<file path="src/rtl/uhc_rc_pkg.sv">
package uhc_rc_pkg;
  localparam int CMD_W  = 6;
  localparam int B_RUN  = 0;
  localparam int B_STEP = 1;
  localparam int B_SUSP = 2;
  localparam int B_RSM  = 3;
  localparam int B_HRST = 4;
  localparam int B_GRST = 5;

  typedef struct packed {
    logic grst;
    logic hrst;
    logic rsm;
    logic susp;
    logic step;
    logic run;
  } cmd_t;

  // Sticky status rule: set has priority over the write-1 clear.
  function automatic logic sticky_next(logic cur, logic set, logic clr);
    return set | (cur & ~clr);
  endfunction
endpackage

</file>
<file path="src/rtl/uhc_rc_reset.sv">
module uhc_rc_reset #(
  parameter int HRST_CYCLES = 8
) (
  input  logic clk,
  input  logic rst_n,
  input  logic wr_en,
  input  logic wr_grst,
  input  logic wr_hrst,
  output logic grst_q,
  output logic hrst_q,
  output logic clr_hard,
  output logic clr_any
);
  localparam int CNT_W = $clog2(HRST_CYCLES + 1);

  logic [CNT_W-1:0] cnt_q;
  logic             hrst_go;

  function automatic logic [CNT_W-1:0] cnt_dec(logic [CNT_W-1:0] c);
    return (c == '0) ? '0 : c - 1'b1;
  endfunction

  // Global reset write or held level clears everything at once.
  assign clr_hard = grst_q | (wr_en & wr_grst);
  assign hrst_go  = wr_en & wr_hrst & ~clr_hard & ~hrst_q;
  assign clr_any  = clr_hard | hrst_q | hrst_go;

  always_ff @(posedge clk or negedge rst_n) begin
    if (!rst_n) begin
      grst_q <= 1'b0;
      hrst_q <= 1'b0;
      cnt_q  <= '0;
    end else begin
      if (wr_en) grst_q <= wr_grst;
      if (clr_hard) begin
        hrst_q <= 1'b0;
        cnt_q  <= '0;
      end else if (hrst_go) begin
        hrst_q <= 1'b1;
        cnt_q  <= CNT_W'(HRST_CYCLES - 1);
      end else if (hrst_q) begin
        if (cnt_q == '0) hrst_q <= 1'b0;
        cnt_q <= cnt_dec(cnt_q);
      end
    end
  end

  assert_hrst_hold_R9: assert property (@(posedge clk) disable iff (!rst_n)
    (hrst_q && cnt_q != '0 && !clr_hard) |=> hrst_q);
  assert_hrst_end_R9: assert property (@(posedge clk) disable iff (!rst_n)
    (hrst_q && cnt_q == '0 && !clr_hard) |=> !hrst_q);
endmodule

</file>
<file path="src/rtl/uhc_rc_runstop.sv">
module uhc_rc_runstop
  import uhc_rc_pkg::*;
(
  input  logic clk,
  input  logic rst_n,
  input  logic clr_any,
  input  logic clr_hard,
  input  logic wr_en,
  input  logic wr_run,
  input  logic wr_step,
  input  logic susp_q,
  input  logic xfer_done,
  input  logic err_consist,
  input  logic err_hostbus,
  input  logic err_clr,
  output logic run_q,
  output logic step_q,
  output logic halted_q,
  output logic busy_q,
  output logic err_q,
  output logic xfer_start
);
  logic fatal, step_done, hw_stop;
  logic run_d, step_d, halted_d, busy_d;

  assign fatal     = err_consist | err_hostbus;
  assign step_done = step_q & busy_q & xfer_done;
  assign hw_stop   = fatal | step_done;
  assign xfer_start = run_q & ~halted_q & ~busy_q & ~susp_q & ~clr_any;

  always_comb begin
    if (clr_any)      run_d = 1'b0;
    else if (hw_stop) run_d = 1'b0;
    else if (wr_en)   run_d = wr_run;
    else              run_d = run_q;

    if (clr_any)                step_d = 1'b0;
    else if (wr_en && halted_q) step_d = wr_step;
    else                        step_d = step_q;

    if (clr_any)                   busy_d = 1'b0;
    else if (busy_q && xfer_done)  busy_d = 1'b0;
    else if (xfer_start)           busy_d = 1'b1;
    else                           busy_d = busy_q;

    if (clr_any)       halted_d = 1'b1;
    else if (halted_q) halted_d = ~run_d;
    else               halted_d = ~run_q & ~busy_q & ~run_d;
  end

  always_ff @(posedge clk or negedge rst_n) begin
    if (!rst_n) begin
      run_q    <= 1'b0;
      step_q   <= 1'b0;
      busy_q   <= 1'b0;
      halted_q <= 1'b1;
      err_q    <= 1'b0;
    end else begin
      run_q    <= run_d;
      step_q   <= step_d;
      busy_q   <= busy_d;
      halted_q <= halted_d;
      err_q    <= clr_hard ? 1'b0 : sticky_next(err_q, fatal, err_clr);
    end
  end

  assert_halt_waits_R3: assert property (@(posedge clk) disable iff (!rst_n)
    (busy_q && !clr_any) |=> !halted_q);
  assert_step_stop_R4: assert property (@(posedge clk) disable iff (!rst_n)
    (step_q && busy_q && xfer_done && !clr_any) |=> !run_q);
  assert_fatal_stop_R5: assert property (@(posedge clk) disable iff (!rst_n)
    ((err_consist || err_hostbus) && !clr_hard) |=> (err_q && !run_q));
  assert_step_lock_R6: assert property (@(posedge clk) disable iff (!rst_n)
    (wr_en && !halted_q && !clr_any) |=> $stable(step_q));
endmodule

</file>
<file path="src/rtl/uhc_rc_suspend.sv">
module uhc_rc_suspend (
  input  logic clk,
  input  logic rst_n,
  input  logic clr_any,
  input  logic wr_en,
  input  logic wr_susp,
  input  logic wr_rsm,
  input  logic resume_evt,
  input  logic eop_done,
  output logic susp_q,
  output logic rsm_q,
  output logic eop_q,
  output logic irq_q
);
  logic hw_rsm, sw_end;

  assign hw_rsm = susp_q & resume_evt;
  assign sw_end = wr_en & ~wr_rsm & rsm_q;

  always_ff @(posedge clk or negedge rst_n) begin
    if (!rst_n) begin
      susp_q <= 1'b0;
      rsm_q  <= 1'b0;
      eop_q  <= 1'b0;
      irq_q  <= 1'b0;
    end else begin
      irq_q <= hw_rsm & ~clr_any;
      if (clr_any) begin
        susp_q <= 1'b0;
        rsm_q  <= 1'b0;
        eop_q  <= 1'b0;
      end else begin
        if (wr_en) susp_q <= wr_susp;
        if (eop_q) begin
          if (eop_done) begin
            rsm_q <= 1'b0;
            eop_q <= 1'b0;
          end
        end else if (sw_end) begin
          eop_q <= 1'b1;
        end else if (hw_rsm) begin
          rsm_q <= 1'b1;
        end else if (wr_en) begin
          rsm_q <= wr_rsm;
        end
      end
    end
  end

  assert_resume_set_R7: assert property (@(posedge clk) disable iff (!rst_n)
    (susp_q && resume_evt && !clr_any && !eop_q) |=> (rsm_q && irq_q));
  assert_rsm_hold_R8: assert property (@(posedge clk) disable iff (!rst_n)
    (eop_q && !eop_done && !clr_any) |=> (rsm_q && eop_q));
endmodule

</file>
<file path="src/rtl/uhc_runctl.sv">
module uhc_runctl
  import uhc_rc_pkg::*;
#(
  parameter int HRST_CYCLES = 8
) (
  input  logic             clk,
  input  logic             rst_n,
  input  logic             wr_en,
  input  logic [CMD_W-1:0] wr_data,
  input  logic             err_clr,
  input  logic             xfer_done,
  input  logic             err_consist,
  input  logic             err_hostbus,
  input  logic             resume_evt,
  input  logic             eop_done,
  output logic [CMD_W-1:0] cmd_rd,
  output logic             halted,
  output logic             err_sticky,
  output logic             xfer_start,
  output logic             xfer_abort,
  output logic             drv_resume,
  output logic             drv_eop,
  output logic             drv_reset,
  output logic             resume_irq
);
  logic grst_q, hrst_q, clr_hard, clr_any;
  logic run_q, step_q, halted_q, busy_q, err_q;
  logic susp_q, rsm_q, eop_q, irq_q;
  cmd_t cmd;

  uhc_rc_reset #(.HRST_CYCLES(HRST_CYCLES)) u_reset (
    .clk      (clk),
    .rst_n    (rst_n),
    .wr_en    (wr_en),
    .wr_grst  (wr_data[B_GRST]),
    .wr_hrst  (wr_data[B_HRST]),
    .grst_q   (grst_q),
    .hrst_q   (hrst_q),
    .clr_hard (clr_hard),
    .clr_any  (clr_any)
  );

  uhc_rc_runstop u_runstop (
    .clk         (clk),
    .rst_n       (rst_n),
    .clr_any     (clr_any),
    .clr_hard    (clr_hard),
    .wr_en       (wr_en),
    .wr_run      (wr_data[B_RUN]),
    .wr_step     (wr_data[B_STEP]),
    .susp_q      (susp_q),
    .xfer_done   (xfer_done),
    .err_consist (err_consist),
    .err_hostbus (err_hostbus),
    .err_clr     (err_clr),
    .run_q       (run_q),
    .step_q      (step_q),
    .halted_q    (halted_q),
    .busy_q      (busy_q),
    .err_q       (err_q),
    .xfer_start  (xfer_start)
  );

  uhc_rc_suspend u_suspend (
    .clk        (clk),
    .rst_n      (rst_n),
    .clr_any    (clr_any),
    .wr_en      (wr_en),
    .wr_susp    (wr_data[B_SUSP]),
    .wr_rsm     (wr_data[B_RSM]),
    .resume_evt (resume_evt),
    .eop_done   (eop_done),
    .susp_q     (susp_q),
    .rsm_q      (rsm_q),
    .eop_q      (eop_q),
    .irq_q      (irq_q)
  );

  always_comb begin
    cmd.grst = grst_q;
    cmd.hrst = hrst_q;
    cmd.rsm  = rsm_q;
    cmd.susp = susp_q;
    cmd.step = step_q;
    cmd.run  = run_q;
  end

  assign cmd_rd     = cmd;
  assign halted     = halted_q;
  assign err_sticky = err_q;
  assign xfer_abort = busy_q & clr_any;
  assign drv_resume = rsm_q & ~eop_q;
  assign drv_eop    = eop_q;
  assign drv_reset  = grst_q;
  assign resume_irq = irq_q;

  assert_no_go_susp_R7: assert property (@(posedge clk) disable iff (!rst_n)
    susp_q |-> !xfer_start);
  assert_grst_hold_R10: assert property (@(posedge clk) disable iff (!rst_n)
    grst_q |-> (halted && !err_sticky && cmd_rd == CMD_W'(1 << B_GRST)));
endmodule

</file>
<file path="config.mk">
export PLATFORM = sky130hd
export DESIGN_NAME = uhc_runctl
export DESIGN_NICKNAME = d
export VERILOG_FILES = /design/src/rtl/uhc_rc_pkg.sv /design/src/rtl/uhc_rc_reset.sv /design/src/rtl/uhc_rc_runstop.sv /design/src/rtl/uhc_rc_suspend.sv /design/src/rtl/uhc_runctl.sv
export SDC_FILE = /design/constraint.sdc
export NUM_CORES = 1
export LEC_CHECK = 0
export BUFFER_PORTS_ARGS = -buffer_cell sky130_fd_sc_hd__clkbuf_2
export CELL_PAD_IN_SITES_DETAIL_PLACEMENT = 0
export CELL_PAD_IN_SITES_GLOBAL_PLACEMENT = 1
export CORE_MARGIN = 4
export CORE_UTILIZATION = 37
export DETAILED_ROUTE_END_ITERATION = 8
export GPL_TIMING_DRIVEN = 0
export PLACE_DENSITY_LB_ADDON = 0.1
export SLEW_MARGIN = 20
export SYNTH_ARGS = -nofsm -noshare
export SYNTH_HDL_FRONTEND = slang
export SYNTH_SLANG_ARGS = --single-unit
</file>
<file path="constraint.sdc">
create_clock -name clk -period 2.5 [get_ports clk]
set_input_delay 0.25 -clock clk [delete_from_list [all_inputs] [get_ports clk]]
set_output_delay 0.25 -clock clk [all_outputs]
set_load 0.02 [all_outputs]
</file>
==> flow_metrics.env <==
export IMPL_grt_overflow=0
export IMPL_power_uw=519
export IMPL_grt_max_degree=16
export IMPL_fin_hold_ws_ns=0.200
export IMPL_slowest_stage="or4b_1"
export IMPL_total_leakage_power_nw=0.503
export IMPL_yosysMostFrequentCell="dfrtp_1"
export IMPL_path_class="flip-flop to output port"
export IMPL_routed_wirelength_um=1560
export IMPL_dr_total_vias=648
export IMPL_diodes=0
export IMPL_grt_use_total=0.125
export IMPL_hold_buffers=1
export IMPL_syn_cell_area_um2=788
export IMPL_cp_end_kind="output port"
export IMPL_max_freq_mhz=564
export IMPL_final_max_slew_viol_count=0
export IMPL_drc_errors=0
export IMPL_fin_util=0.499
export IMPL_multiInputGateArea_um2=358
export IMPL_critical_path_max_fanout=5
export IMPL_synth_fa_ha_area_frac=0
export IMPL_synth_seq_area_share=0.478
export IMPL_slew_headroom=0.751
export IMPL_rsz0062_at_grt="false"
export IMPL_wire_per_inst_um=11.2
export IMPL_die_y_um=54.2
export IMPL_clock_skew_ns=0.00491
export IMPL_drv_cap=0
export IMPL_dp_cells=134
export IMPL_firstDrtPassIters=3
export IMPL_final_cells=139
export IMPL_fin_tns_setup_ns=0
export IMPL_worst_r2r_path_depth=3
export IMPL_hold_end="u_suspend.irq_q"
export IMPL_period_minus_slack_ns=1.77
export IMPL_synth_area_leader_cell="dfrtp_1"
export IMPL_synth_top_area_share=0.444
export IMPL_cts_clk_slew_worst_paths_ns=0.10
export IMPL_globalplace_congestion=0.663
export IMPL_yosys_register_bits=15
export IMPL_cp_startpoint="u_runstop.busy_q"
export IMPL_synth_warnings=0
export IMPL_dp_hpwl_um=1250
export IMPL_yosys_top_cells_count="dfrtp_1 (14), nor2_1 (9), a21oi_1 (7)"
export IMPL_rows=16
export IMPL_hp_start="resume_evt"
export IMPL_min_period_over_period=0.709
export IMPL_synthMuxAreaShare=0.0413
export IMPL_layout_nets=128
export IMPL_r2r_end="u_reset.cnt_q[2]"
export IMPL_synth_compound_area_frac=0.195
export IMPL_syn_area_per_cell_um2=9.98
export IMPL_antenna_found_initial=0
export IMPL_dieWidth_um=54.2
export IMPL_clockRootBuffer="clkbuf_4"
export IMPL_hold_path_class="input pin to flip-flop"
export IMPL_dominantRegCellSynth="dfrtp_1"
export IMPL_syn_nets=94
export IMPL_crit_path_max_incr_delay_ns=0.53
export IMPL_power_density_mw_per_mm2=519
export IMPL_synth_edf_count=0
export IMPL_drtIter0Drc=8
export IMPL_clock_sinks=15
export IMPL_fillers=218
export IMPL_ant_nets=0
export IMPL_required_ns=2.25
export IMPL_synthXorXnorAreaFrac=0
export IMPL_ys_top_cells_by_area="dfrtp_1 (44%), buf_4 (5.7%), a21oi_1 (4.4%)"
export IMPL_insertion_delay_ns=0.28
export IMPL_ir_drop_mv=0.310
export IMPL_synthCells=79
export IMPL_cts_resized=0
export IMPL_clockBufferDepth=2
export IMPL_holdPathStages=3
export IMPL_cp_cell_sequence="or4b_1 > nor2_1 > clkbuf_2"
export IMPL_synth_cell_type_count=29
export IMPL_grt_first_pass_wirelength_um=2550
export IMPL_synth_top_family_by_area="simple AND/OR/NAND/NOR gates"
export IMPL_async_flop_share=1.00
export IMPL_setup_viol=0
export IMPL_drive_gt1_frac=0.375
export IMPL_htreeDepth=1
export IMPL_initial_core_util=0.394
export IMPL_seq_area_um2=377
export IMPL_worst_setup_path_start_kind="flip-flop"
export IMPL_synth_simple_area_share=0.217
export IMPL_io_pins=29
export IMPL_grt_pass1_vias=560
export IMPL_core_area_mm2=0.00200
export IMPL_finalHoldViolCount=0
export IMPL_post_cts_buffers=0
export IMPL_die_area_mm2=0.00293
export IMPL_io_buffers=28
export IMPL_cts_tree="built"
export IMPL_max_slew_worst_pin_slew_ns=0.374
export IMPL_r2r_start="u_reset.cnt_q[1]"
export IMPL_status="completed"
export IMPL_cts_buffers=3
export IMPL_arrival_ns=1.52
export IMPL_area_growth_synth_to_final_pct=26.8
export IMPL_reg2reg_slack_ns=1.11
export IMPL_via_per_inst=4.66
[registers in the layout, summed over array words and instances, names as in the netlist]
register and cells:
u_reset.grst_q 1, u_suspend.eop_q 1, u_runstop.run_q 1, u_runstop.step_q 1, u_suspend.irq_q 1, u_runstop.err_q 1, u_reset.cnt_q 4, u_runstop.halted_q 1
u_runstop.busy_q 1, u_suspend.susp_q 1, u_suspend.rsm_q 1, u_reset.hrst_q 1
[worst max-delay path, delay by kind of cell (launching register included)]
family / cells / cell delay [ns]
and+or+nand+nor: 2 / 0.64
DFF: 1 / 0.43
buffers and inverters: 1 / 0.18
[through the flow]
step	area, um2	setup slack, ns
after CTS	1000	0.709
after global placement	962	1.04
final	1000	0.728
after detailed placement	962	1.03
after floorplan	788	1.01
after global routing	1000	0.619
[layer usage]
metal | routed length (um) | share of wire | global-route usage
met1 | 708 | 0.45 | 0.156
met3 | 127 | 0.081 | 0.0360
met2 | 709 | 0.45 | 0.195
met5 | 0 | 0 | 0
met4 | 18 | 0.012 | 0.0622
[logic make-up after synthesis]
| group | count (synthesis) |
|---|---|
| flip-flops | 15 |
| AO/OA/AOI/OAI | 21 |
| multiplexers | 3 |
| AND/OR/NAND/NOR | 32 |
| buffers and inverters | 8 |
[cell type report]
| type | instances | share of cell area |
|---|---|---|
| Clock buffer | 3 | 0.0225 |
| Inverter | 1 | 0.00375 |
| Timing Repair Buffer | 29 | 0.150 |
| Tap cell | 27 | 0.0338 |
| Buffer | 7 | 0.0501 |
| Multi-Input combinational cell | 56 | 0.358 |
| Sequential cell | 15 | 0.377 |
| Clock inverter | 1 | 0.00501 |
[how the worst max path moves through the flow]
stage                 end  slack, ns  depth (start not counted)
2_1_floorplan  xfer_start       1.01                          2
3_3_place_gp   xfer_abort       1.04                          6
3_5_place_dp   xfer_start       1.03                          3
4_1_cts        xfer_start       0.71                          3
5_1_grt        xfer_abort       0.62                          4
6_report       xfer_start       0.73                          3
[power by group]
group	switching, mW	total, mW	internal (mW)
clock	0.0791	0.138	0.0593
sequential	0.0181	0.275	0.257
combinational	0.0577	0.105	0.0477
total	0.155	0.519	0.364
[cells in the final DEF (no fill, tap or decap), drive strengths merged]
master / count
a21oi: 7
nand2b: 2
a21o: 3
a221o: 1
or4b: 2
inv: 1
nor3b: 1
nand2: 6
a22o: 1
clkbuf: 31
mux2: 2
and3: 1
nor3: 2
a211oi: 1
nor2b: 3
dlygate4sd3: 1
mux2i: 1
buf: 7
nand4bb: 1
and2: 3
dfrtp: 14
o31ai: 1
a311oi: 2
nor2: 9
o21ba: 1
dfstp: 1
clkinv: 1
nand3: 2
o21ai: 3
o21a: 1
No activity file was read; power rests on OpenSTA's default activity.
